[src/rtl/lcd_tgen_pkg.sv]
`timescale 1ns/1ps
// Shared widths and types for the LCD timing generator.
package lcd_tgen_pkg;
    localparam int SYNC_W = 6;   // sync width fields
    localparam int WAIT_W = 8;   // line and frame wait fields
    localparam int CNT_W  = 10;  // pixel/line counters, widest field

    typedef enum logic [1:0] {HP_SYNC, HP_BOL, HP_ACT, HP_EOL} hphase_t;
    typedef enum logic [1:0] {VP_SYNC, VP_WAIT, VP_ACT} vphase_t;

    // Timing set captured at frame start.
    typedef struct packed {
        logic              vs_pol;
        logic              hs_pol;
        logic [SYNC_W-1:0] vs_w_m1;
        logic [SYNC_W-1:0] hs_w_m1;
        logic [WAIT_W-1:0] fwait;
        logic [WAIT_W-1:0] bol_m1;
        logic [WAIT_W-1:0] eol_m1;
        logic [CNT_W-1:0]  ppl_m1;
        logic [CNT_W-1:0]  lines_m1;
    } tcfg_t;
endpackage

[src/rtl/lcd_tgen_hseq.sv]
`timescale 1ns/1ps
// Horizontal sequencer: walks one line period through sync, lead-in,
// active pixels and tail, one pixel tick per step.
// Assumes the limit inputs only change on a restart.
module lcd_tgen_hseq
    import lcd_tgen_pkg::*;
(
    input  logic                 clk,
    input  logic                 rst_n,
    input  logic                 restart,
    input  logic                 step,
    input  logic [SYNC_W-1:0]    hs_w_m1,
    input  logic [WAIT_W-1:0]    bol_m1,
    input  logic [WAIT_W-1:0]    eol_m1,
    input  logic [CNT_W-1:0]     ppl_m1,
    output hphase_t              phase,
    output logic                 line_last,
    output logic                 next_act
);
    localparam logic [CNT_W-1:0] ONE = CNT_W'(1);

    logic [CNT_W-1:0] cnt;
    logic [CNT_W-1:0] limit;
    logic             at_lim;
    hphase_t          phase_nx;

    // Select the terminal count and successor of the current phase.
    always_comb begin
        case (phase)
            HP_SYNC: begin limit = CNT_W'(hs_w_m1); phase_nx = HP_BOL;  end
            HP_BOL:  begin limit = CNT_W'(bol_m1);  phase_nx = HP_ACT;  end
            HP_ACT:  begin limit = ppl_m1;          phase_nx = HP_EOL;  end
            default: begin limit = CNT_W'(eol_m1);  phase_nx = HP_SYNC; end
        endcase
    end

    assign at_lim    = (cnt == limit);
    assign line_last = (phase == HP_EOL) && at_lim;
    assign next_act  = ((phase == HP_BOL) && at_lim) ||
                       ((phase == HP_ACT) && !at_lim);

    // Advance the phase counter on each pixel tick.
    always_ff @(posedge clk) begin
        if (!rst_n) begin
            phase <= HP_SYNC;
            cnt   <= '0;
        end else if (restart) begin
            phase <= HP_SYNC;
            cnt   <= '0;
        end else if (step) begin
            if (at_lim) begin
                phase <= phase_nx;
                cnt   <= '0;
            end else begin
                cnt <= cnt + ONE;
            end
        end
    end

    AST_HCNT_IN_RANGE: assert property (@(posedge clk) disable iff (!rst_n)
        cnt <= limit) else $error("hseq counter past limit");
    AST_HOLD_WITHOUT_TICK: assert property (@(posedge clk) disable iff (!rst_n)
        !(step || restart) |=> $stable(cnt) && $stable(phase)) else $error("hseq moved without tick");
endmodule

[src/rtl/lcd_tgen_vseq.sv]
`timescale 1ns/1ps
// Vertical sequencer: counts line periods through frame sync, blank
// lines and active lines. Steps once per completed line period.
// Assumes the limit inputs only change on a restart.
module lcd_tgen_vseq
    import lcd_tgen_pkg::*;
(
    input  logic                 clk,
    input  logic                 rst_n,
    input  logic                 restart,
    input  logic                 line_step,
    input  logic [SYNC_W-1:0]    vs_w_m1,
    input  logic [WAIT_W-1:0]    fwait,
    input  logic [CNT_W-1:0]     lines_m1,
    output vphase_t              phase,
    output logic                 frame_last
);
    localparam logic [CNT_W-1:0] ONE = CNT_W'(1);

    logic [CNT_W-1:0] cnt;
    logic [CNT_W-1:0] limit;
    logic             at_lim;
    vphase_t          phase_nx;

    // Terminal count per phase; the blank phase is skipped when empty.
    always_comb begin
        case (phase)
            VP_SYNC: begin
                limit    = CNT_W'(vs_w_m1);
                phase_nx = (fwait == '0) ? VP_ACT : VP_WAIT;
            end
            VP_WAIT: begin
                limit    = CNT_W'(fwait - WAIT_W'(1));
                phase_nx = VP_ACT;
            end
            default: begin
                limit    = lines_m1;
                phase_nx = VP_SYNC;
            end
        endcase
    end

    assign at_lim     = (cnt == limit);
    assign frame_last = (phase == VP_ACT) && at_lim;

    // Advance the line counter at the end of each line period.
    always_ff @(posedge clk) begin
        if (!rst_n) begin
            phase <= VP_SYNC;
            cnt   <= '0;
        end else if (restart) begin
            phase <= VP_SYNC;
            cnt   <= '0;
        end else if (line_step) begin
            if (at_lim) begin
                phase <= phase_nx;
                cnt   <= '0;
            end else begin
                cnt <= cnt + ONE;
            end
        end
    end

    AST_VCNT_IN_RANGE: assert property (@(posedge clk) disable iff (!rst_n)
        cnt <= limit) else $error("vseq counter past limit");
    AST_VHOLD_BETWEEN_LINES: assert property (@(posedge clk) disable iff (!rst_n)
        !(line_step || restart) |=> $stable(cnt)) else $error("vseq moved mid-line");
endmodule

[src/rtl/lcd_tgen_out.sv]
`timescale 1ns/1ps
// Output stage: applies sync polarity, gates the pixel clock and holds
// the fetched pixel for the panel bus. Idle levels use live polarity.
module lcd_tgen_out
    import lcd_tgen_pkg::*;
#(
    parameter int DATA_W = 8
) (
    input  logic              clk,
    input  logic              rst_n,
    input  logic              busy,
    input  logic              pix_ce,
    input  logic              vs_pol_live,
    input  logic              hs_pol_live,
    input  logic              vs_pol_q,
    input  logic              hs_pol_q,
    input  vphase_t           vphase,
    input  hphase_t           hphase,
    input  logic              fetch,
    input  logic [DATA_W-1:0] pix_in,
    output logic              vsync,
    output logic              hsync,
    output logic              oe,
    output logic              pclk,
    output logic [DATA_W-1:0] pix_data
);
    logic              vs_act;
    logic              hs_act;
    logic [DATA_W-1:0] data_q;

    // Active-level decode and polarity application.
    always_comb begin
        vs_act = busy && (vphase == VP_SYNC);
        hs_act = busy && (hphase == HP_SYNC);
        oe     = busy && (vphase == VP_ACT) && (hphase == HP_ACT);
        vsync  = busy ? (vs_act ^ vs_pol_q) : vs_pol_live;
        hsync  = busy ? (hs_act ^ hs_pol_q) : hs_pol_live;
        pclk   = oe && pix_ce;
    end

    // Capture the source word on each fetch.
    always_ff @(posedge clk) begin
        if (!rst_n) data_q <= '0;
        else if (fetch) data_q <= pix_in;
    end

    assign pix_data = oe ? data_q : '0;

    AST_FETCH_LEADS_OE: assert property (@(posedge clk) disable iff (!rst_n)
        fetch |=> oe) else $error("fetch not followed by pixel");
    AST_OE_ENTRY_FETCHED: assert property (@(posedge clk) disable iff (!rst_n)
        $rose(oe) |-> $past(fetch)) else $error("pixel without fetch");
endmodule

[src/rtl/lcd_tgen.sv]
`timescale 1ns/1ps
// LCD timing generator top: captures the timing set at frame start,
// sequences lines and frames on pixel ticks and drives the panel pins.
// Assumes pix_ce is a single-cycle enable at pixel rate.
module lcd_tgen
    import lcd_tgen_pkg::*;
#(
    parameter int DATA_W = 8
) (
    input  logic              clk,
    input  logic              rst_n,
    input  logic              pix_ce,
    input  logic              enable,
    input  logic              vs_pol,
    input  logic              hs_pol,
    input  logic [SYNC_W-1:0] vs_width_m1,
    input  logic [SYNC_W-1:0] hs_width_m1,
    input  logic [WAIT_W-1:0] frame_wait,
    input  logic [WAIT_W-1:0] bol_wait_m1,
    input  logic [WAIT_W-1:0] eol_wait_m1,
    input  logic [CNT_W-1:0]  ppl_m1,
    input  logic [CNT_W-1:0]  lines_m1,
    input  logic [DATA_W-1:0] pix_in,
    output logic              pix_req,
    output logic              vsync,
    output logic              hsync,
    output logic              oe,
    output logic              pclk,
    output logic [DATA_W-1:0] pix_data
);
    tcfg_t   cfg_live;
    tcfg_t   cfg_q;
    logic    busy;
    logic    tick_run;
    logic    frame_end;
    logic    restart;
    logic    step;
    hphase_t hphase;
    vphase_t vphase;
    logic    line_last;
    logic    next_act;
    logic    frame_last;

    assign cfg_live = '{vs_pol: vs_pol, hs_pol: hs_pol,
                        vs_w_m1: vs_width_m1, hs_w_m1: hs_width_m1,
                        fwait: frame_wait, bol_m1: bol_wait_m1,
                        eol_m1: eol_wait_m1, ppl_m1: ppl_m1,
                        lines_m1: lines_m1};

    // Tick qualification: start, wrap or advance.
    always_comb begin
        tick_run  = pix_ce && enable;
        frame_end = busy && line_last && frame_last;
        restart   = tick_run && (!busy || frame_end);
        step      = tick_run && busy && !frame_end;
        pix_req   = step && (vphase == VP_ACT) && next_act;
    end

    // Run state and frame-start capture of the timing set.
    always_ff @(posedge clk) begin
        if (!rst_n) begin
            busy  <= 1'b0;
            cfg_q <= '0;
        end else if (pix_ce) begin
            if (!enable) begin
                busy <= 1'b0;
            end else if (restart) begin
                busy  <= 1'b1;
                cfg_q <= cfg_live;
            end
        end
    end

    lcd_tgen_hseq u_hseq (
        .clk       (clk),
        .rst_n     (rst_n),
        .restart   (restart),
        .step      (step),
        .hs_w_m1   (cfg_q.hs_w_m1),
        .bol_m1    (cfg_q.bol_m1),
        .eol_m1    (cfg_q.eol_m1),
        .ppl_m1    (cfg_q.ppl_m1),
        .phase     (hphase),
        .line_last (line_last),
        .next_act  (next_act)
    );

    lcd_tgen_vseq u_vseq (
        .clk        (clk),
        .rst_n      (rst_n),
        .restart    (restart),
        .line_step  (step && line_last),
        .vs_w_m1    (cfg_q.vs_w_m1),
        .fwait      (cfg_q.fwait),
        .lines_m1   (cfg_q.lines_m1),
        .phase      (vphase),
        .frame_last (frame_last)
    );

    lcd_tgen_out #(.DATA_W(DATA_W)) u_out (
        .clk         (clk),
        .rst_n       (rst_n),
        .busy        (busy),
        .pix_ce      (pix_ce),
        .vs_pol_live (vs_pol),
        .hs_pol_live (hs_pol),
        .vs_pol_q    (cfg_q.vs_pol),
        .hs_pol_q    (cfg_q.hs_pol),
        .vphase      (vphase),
        .hphase      (hphase),
        .fetch       (pix_req),
        .pix_in      (pix_in),
        .vsync       (vsync),
        .hsync       (hsync),
        .oe          (oe),
        .pclk        (pclk),
        .pix_data    (pix_data)
    );

    AST_IDLE_AFTER_DISABLE: assert property (@(posedge clk) disable iff (!rst_n)
        (pix_ce && !enable) |=> (!oe && !pclk && !busy)) else $error("not idle after disable");
    AST_FRAME_OPENS_SYNCED: assert property (@(posedge clk) disable iff (!rst_n)
        restart |=> (vsync == !cfg_q.vs_pol) && (hsync == !cfg_q.hs_pol)) else $error("frame start without syncs");
    AST_CFG_HELD_IN_FRAME: assert property (@(posedge clk) disable iff (!rst_n)
        (busy && !restart) |=> $stable(cfg_q)) else $error("timing set changed mid-frame");
endmodule

[config.mk]
export PLATFORM = sky130hd
export DESIGN_NAME = lcd_tgen
export DESIGN_NICKNAME = d
export VERILOG_FILES = /design/src/rtl/lcd_tgen_pkg.sv /design/src/rtl/lcd_tgen_hseq.sv /design/src/rtl/lcd_tgen_vseq.sv /design/src/rtl/lcd_tgen_out.sv /design/src/rtl/lcd_tgen.sv
export SDC_FILE = /design/constraint.sdc
export NUM_CORES = 1
export LEC_CHECK = 0
export ABC_AREA = 1
export BUFFER_PORTS_ARGS = -buffer_cell sky130_fd_sc_hd__clkbuf_2
export CAP_MARGIN = 30
export CORE_MARGIN = 2
export CORE_UTILIZATION = 50
export DETAILED_ROUTE_END_ITERATION = 7
export PLACE_DENSITY = 0.72
export SYNTH_ARGS = -nofsm -noshare
export SYNTH_HDL_FRONTEND = slang
export SYNTH_HIERARCHICAL = 1
export SYNTH_SLANG_ARGS = --single-unit
[constraint.sdc]
create_clock -name clk -period 10.05 [get_ports clk]
set_input_delay 2.01 -clock clk [delete_from_list [all_inputs] [get_ports clk]]
set_output_delay 2.01 -clock clk [all_outputs]
set_load 0.005 [all_outputs]
---- After elaboration in Yosys (flattened, before gate mapping) ----
Index checks and enable logic that the tools add are counted.
storage, ports and cells
  word-level logic and storage cells ...... 72
  register bits after elaboration ......... 91
  input port bits ......................... 70
  output and inout port bits .............. 13
operators by class
  add/sub/neg operators ................... 3
  reductions and logical operators ........ 31
  bitwise gates (word level) .............. 3
  mux-type cells .......................... 12
  equal/unequal tests ..................... 8
operators by type and width
  operator                 count
  $pmux W10 S3             1
  $add A10 B1 Y10 const B  2
  $eq A10 B10 Y1           2
  $mux W10                 2
  $pmux W10 S2             1
  $logic_and A1 B1 Y1      18
  $sub A8 B1 Y9 const B    1
  $logic_not A8 Y1         1
  $mux W8                  1
  $eq A2 B2 Y1 const B     3
  $pmux W2 S3              1
  $reduce_and A2 Y1        3
  $eq A2 B1 Y1 const B     2
  $logic_not A2 Y1         2
  $mux W1                  4
  $pmux W2 S2              1
  $logic_not A1 Y1         3
  $reduce_and A3 Y1        1
  $logic_or A1 B1 Y1       2
  $mux W2                  1
  $ne A2 B1 Y1 const B     1
  $reduce_or A2 Y1         1
  $xor A1 B1 Y1            2
  $not A1 Y1               1

---- Longest topological paths before layout ----
  depth after elaboration ................. 10
  gate-level depth with buffers ........... 31
  gate-level depth less buffers ........... 28

---- Cells and area by module ----
Netlist, hierarchy kept.
modules (own cells, without submodules)
  module         seq. area each (um2)  instances  area each (um2)  cells each
  lcd_tgen       1181.1                1          2667.6           393
  lcd_tgen_hseq  240.2                 1          1201.2           213
  lcd_tgen_vseq  240.2                 1          1154.9           202
  lcd_tgen_out   160.2                 1          411.6            63

---- Worst setup path after synthesis ----
OpenSTA, ideal clock, no wires.
  path kind ............................... in2out
  start ................................... in pix_ce
  end ..................................... out pix_req
  buffers on the path ..................... 0
  arrival time ............................ 2.393 ns
  required time ........................... 8.040 ns
  cell stages on the path ................. 2
  slack ................................... 5.647 ns
  path through ............................ nand2_2 nor3_1
on the way
  longest elaborated chain between the ends .. 5
RTL lines
  what                               line            source
  from (decl)                        lcd_tgen.sv:12  input logic pix_ce,
  $logic_and A1 B1 Y1                lcd_tgen.sv:52  tick_run = pix_ce && enable;
  $logic_and A1 B1 Y1 (2 in series)  lcd_tgen.sv:55  step = tick_run && busy && !frame_end;
  $logic_and A1 B1 Y1 (2 in series)  lcd_tgen.sv:56  pix_req = step && (vphase == VP_ACT) && next_act;
  to (decl)                          lcd_tgen.sv:24  output logic pix_req,
No other way between the ends.

---- Worst setup path in the final report ----
  start ................................... reg u_hseq.phase[0]
  end ..................................... out pix_req
on the way
  longest elaborated chain between the ends .. 10
  elaborated cells on any way between the ends .. 17
  classes of those cells .................. eq/ne (4); mux (1); reduce/logical (12)
RTL lines
  what                                   line                 source
  from (decl)                            lcd_tgen_hseq.sv:16  output hphase_t phase,
  from (signal assigned)                 lcd_tgen_hseq.sv:52  phase <= phase_nx;
  $eq A2 B2 Y1 (tied with other cells)   lcd_tgen_hseq.sv:29  case (phase)
  $pmux W10 S3                           lcd_tgen_hseq.sv:29
  $eq A10 B10 Y1                         lcd_tgen_hseq.sv:37  assign at_lim = (cnt == limit);
  $logic_and A1 B1 Y1 (*)                lcd_tgen_hseq.sv:38  assign line_last = (phase == HP_EOL) && at_lim;
  via line_last                          lcd_tgen.sv:40       logic line_last;
  $logic_and A1 B1 Y1 (*) (2 in series)  lcd_tgen.sv:53       frame_end = busy && line_last && frame_last;
  $logic_not A1 Y1 (*)                   lcd_tgen.sv:55
  $logic_and A1 B1 Y1 (*)                lcd_tgen.sv:55
  $logic_and A1 B1 Y1 (*) (2 in series)  lcd_tgen.sv:56
Mark *: on every way through the listed nets, which the timed path passes. The rest lies on a longest branch.

==> results.rst <==
.. list-table::
   :header-rows: 1

   * - Metric
     - Value
   * - Count of TritonRoute iterations in the first routing pass
     - 7
   * - Resized Gates After CTS
     - 0
   * - Top cell type's share of synthesized area
     - 33.5%
   * - Most frequently used flop master after synthesis
     - sky130_fd_sc_hd__dfxtp_1
   * - Number of endpoints failing setup at the final stage
     - 0
   * - Data required time of the critical path
     - 8.04 ns
   * - Initial DRC Count
     - 341
   * - Remaining antenna violation count
     - 0
   * - Total number of H-tree levels
     - 3
   * - Standard-cell row count
     - 38
   * - Number of setup buffers added after CTS
     - 0
   * - Hold_ws
     - 0.465 ns
   * - Setup Total Neg Slack
     - 0 ns
   * - Pre-CTS setup slack
     - 5.30 ns
   * - Clock period minus worst slack
     - 5.21 ns
   * - Wire length reported by the detailed router
     - 12700 um
   * - Post-layout instance area
     - 5980 um2
   * - I/O pin count
     - 83
   * - Category of the critical setup timing path
     - flip-flop to primary output
   * - Area taken by multi-input logic gates
     - 2830 um2
   * - Critical path, cell by cell
     - inv_1 -> ha_1 -> nand2_1 -> nand2_1 -> nand2_1 -> nor2_1 -> nand4_1 -> nor2_4 -> nand2_1 -> nor2_1 -> nand2_1 -> nand2_4 -> nor3_1 -> clkbuf_2
   * - Final nets
     - 1005
   * - Remaining DRCs
     - 0
   * - Ratio of cells with drive above 1 in the final layout
     - 13.5%
   * - Crit Reg-Reg Endpoint
     - u_vseq/cnt[9]
   * - CTS Root Buffer Type
     - sky130_fd_sc_hd__clkbuf_8
   * - # hold bufs at CTS
     - 0
   * - Worst-Margin Slew
     - 0.948 ns
   * - Die area
     - 11700 um2
   * - Power density over the cells
     - 126 nW/um2
   * - Total global routing overflow
     - 0
   * - Maximum fanout encountered on the critical timing path
     - 35
   * - Startpoint of the worst-slack reg-to-reg timing path
     - u_hseq/phase[0]
   * - Post-Syn Area
     - 5440 um2
   * - Depth of the worst hold-timing path
     - 2
   * - Cell type with the largest total area after synthesis
     - sky130_fd_sc_hd__dfxtp_1
   * - Clock buffer count from CTS
     - 9
   * - Seq cells post-synth
     - 91
   * - Run status
     - finished, final reports clean
   * - Reported max-cap violation count
     - 0
   * - Number of distinct library cell variants in the gate-level netlist after synthesis
     - 34
   * - Type of element capturing the critical path
     - primary output
   * - Non-filler instance count after layout
     - 1070
   * - Maximum resistive drop on vdd
     - 0.0689 mV
   * - Clock latency on the worst-skew pair
     - 0.36 ns
   * - Crit-path max cell delay
     - 0.55 ns
   * - Leading cell type by number of instances after synthesis
     - sky130_fd_sc_hd__nand2_1
   * - Yosys warning count
     - 6
   * - Data arrival time of the critical path
     - 3.20 ns
   * - Startpoint kind of the worst setup timing path
     - flip-flop
   * - Cell type with the highest occurrence count on the critical path
     - sky130_fd_sc_hd__nand2_1
   * - Count of cells along the worst register-to-register path
     - 24
   * - Class of the tightest hold or removal check
     - flip-flop to flip-flop
   * - Largest net degree at the start of global routing
     - 86
   * - Cell Count Post-Placement
     - 1055
   * - Number of enable flip-flop cells after synthesis
     - 0
   * - Vertical die dimension
     - 108 um
   * - Number of antenna violations at the first check in global routing
     - 0
   * - Ys async rst share
     - 0%
   * - Number of buffer cells added on primary ports
     - 82
   * - Final Core Density
     - 55.6%
   * - Leakage component of the power
     - 2.99 nW
   * - Initial core utilization
     - 50.6%
   * - Most numerous cell types in the synthesized netlist
     - sky130_fd_sc_hd__nand2_1 (219), sky130_fd_sc_hd__inv_1 (136), sky130_fd_sc_hd__nand3_1 (107), sky130_fd_sc_hd__nor2_1 (105), sky130_fd_sc_hd__dfxtp_1 (91)
   * - Post-Synthesis Mean Instance Area
     - 6.24 um2
   * - Setup WS post-layout
     - 4.84 ns
   * - Hold Path End
     - u_out/data_q[4]
   * - Achievable Freq
     - 0.192 GHz
   * - CTS clk-pin slew, worst paths
     - 0.09 ns
   * - Period utilization
     - 51.8%
   * - Largest cells by area after synthesis
     - sky130_fd_sc_hd__dfxtp_1 (34%), sky130_fd_sc_hd__nand2_1 (15%), sky130_fd_sc_hd__nand3_1 (9.9%)
   * - Filler cell count in the final layout
     - 1133
   * - Launch instance of the worst min-delay path
     - u_out/data_q[4]
   * - Vias in the first global route
     - 4631
   * - Final Wtd Congestion
     - 0.889
   * - Synthesis-to-finish area growth
     - 9.99%
   * - Synthesized instance count
     - 871
   * - Net count after synthesis
     - 950
   * - Rel. slew slack
     - 36.6%
   * - Vias per Instance
     - 4.91
   * - DR WL/cell
     - 11.9 um
   * - Post-DP HPWL
     - 9030 um
   * - Number of pins exceeding their max-slew limit in the final report
     - 0
   * - Number of clock sinks
     - 91
   * - First-pass GRT wire length
     - 21400 um
   * - Standard cell area after detailed placement
     - 5790 um2
   * - Max stage delay cell, worst path
     - sky130_fd_sc_hd__ha_1
   * - TritonCTS clock tree
     - yes
   * - Final Hold Violating Endpoints
     - 0
   * - Unrepaired setup endpoints after global routing
     - false
   * - Max Root-Sink Buffers
     - 2
   * - Width of the die
     - 108 um
   * - Register-to-Register Setup Slack
     - 5.42 ns
   * - Antenna diode count
     - 0
   * - Total Routing Usage GR
     - 22.7%
   * - Vias after detailed routing
     - 5251
   * - Proportion of synthesized chip area in sequential cells
     - 33.5%
   * - Placeable Area
     - 10700 um2
   * - Clock tree skew after final layout
     - 0.00999 ns
   * - Storage cell area
     - 1820 um2
   * - Sum of internal, switching and leakage power
     - 0.751 mW
==> placed cells by master (no fill, tap or decap), types with 5 or more instances in the layout <==
cell type and count:
sky130_fd_sc_hd__o21ai_0 14, sky130_fd_sc_hd__a21oi_1 78, sky130_fd_sc_hd__nor2_1 105, sky130_fd_sc_hd__xor2_1 8, sky130_fd_sc_hd__ha_1 9, sky130_fd_sc_hd__dfxtp_1 91, sky130_fd_sc_hd__clkbuf_2 82, sky130_fd_sc_hd__nor2_2 7
sky130_fd_sc_hd__clkbuf_8 9, sky130_fd_sc_hd__nand3_1 107, sky130_fd_sc_hd__nand2_1 218, sky130_fd_sc_hd__inv_1 136, sky130_fd_sc_hd__nor3_1 5, sky130_fd_sc_hd__nand4_1 17
==> metal layers <==
layer	share of wire (%)	wire length [um]	GRT usage (%)	up-vias
met5	0	0	0	-
met4	1.2	157	7.33	0
met3	4.3	550	3.32	15
met2	44	5640	36.7	128
met1	50	6390	31.3	2283
li1	-	-	-	2825
==> layout make-up <==
cell class                      count  share of cell area (%)
Multi-Input combinational cell    598                    47.3
Sequential cell                    91                    30.5
Clock buffer                        9                    2.07
Tap cell                          140                    2.93
Clock inverter                      6                    1.11
Inverter                          141                    8.87
Timing Repair Buffer               85                    7.24
==> power breakdown <==
part	internal [mW]	leakage [nW]	switching [mW]
sequential	0.377	0.744	0.0133
combinational	0.0440	2.16	0.0683
clock	0.114	0.0877	0.134
total	0.535	2.99	0.216
==> worst max path at each step <==
| stage | startpoint | endpoint | cells past startpoint |
|---|---|---|---|
| 2_1_floorplan | pix_ce | pix_req | 2 |
| 3_3_place_gp | u_hseq/phase[0] | pix_req | 14 |
| 3_5_place_dp | u_hseq/phase[0] | pix_req | 16 |
| 4_1_cts | u_hseq/phase[0] | pix_req | 14 |
| 5_1_grt | u_hseq/phase[1] | pix_req | 13 |
| 6_report | u_hseq/phase[0] | pix_req | 14 |
==> registers in the layout, indices dropped and copies added (netlist names) <==
name          cells
busy              1
cfg_q            58
u_hseq/cnt       10
u_hseq/phase      2
u_out/data_q      8
u_vseq/cnt       10
u_vseq/phase      2
==> logic make-up after synthesis <==
logic type / count (synthesis) / share of synthesized area (%)
buf+inv: 182 / 14.6
compound gates: 99 / 9.46
xor+xnor: 9 / 1.45
fa+ha+maj: 9 / 2.07
simple gates: 481 / 38.9
flops: 91 / 33.5
==> worst max-delay path, delay by kind of cell, from the launching register on <==
family / cells / cell delay (ns)
AND/OR/NAND/NOR: 11 / 1.61
buffers and inverters: 2 / 0.27
flip-flops: 1 / 0.39
adder cells (fa/ha/maj): 1 / 0.55
No activity file was read; power rests on OpenSTA's default activity.
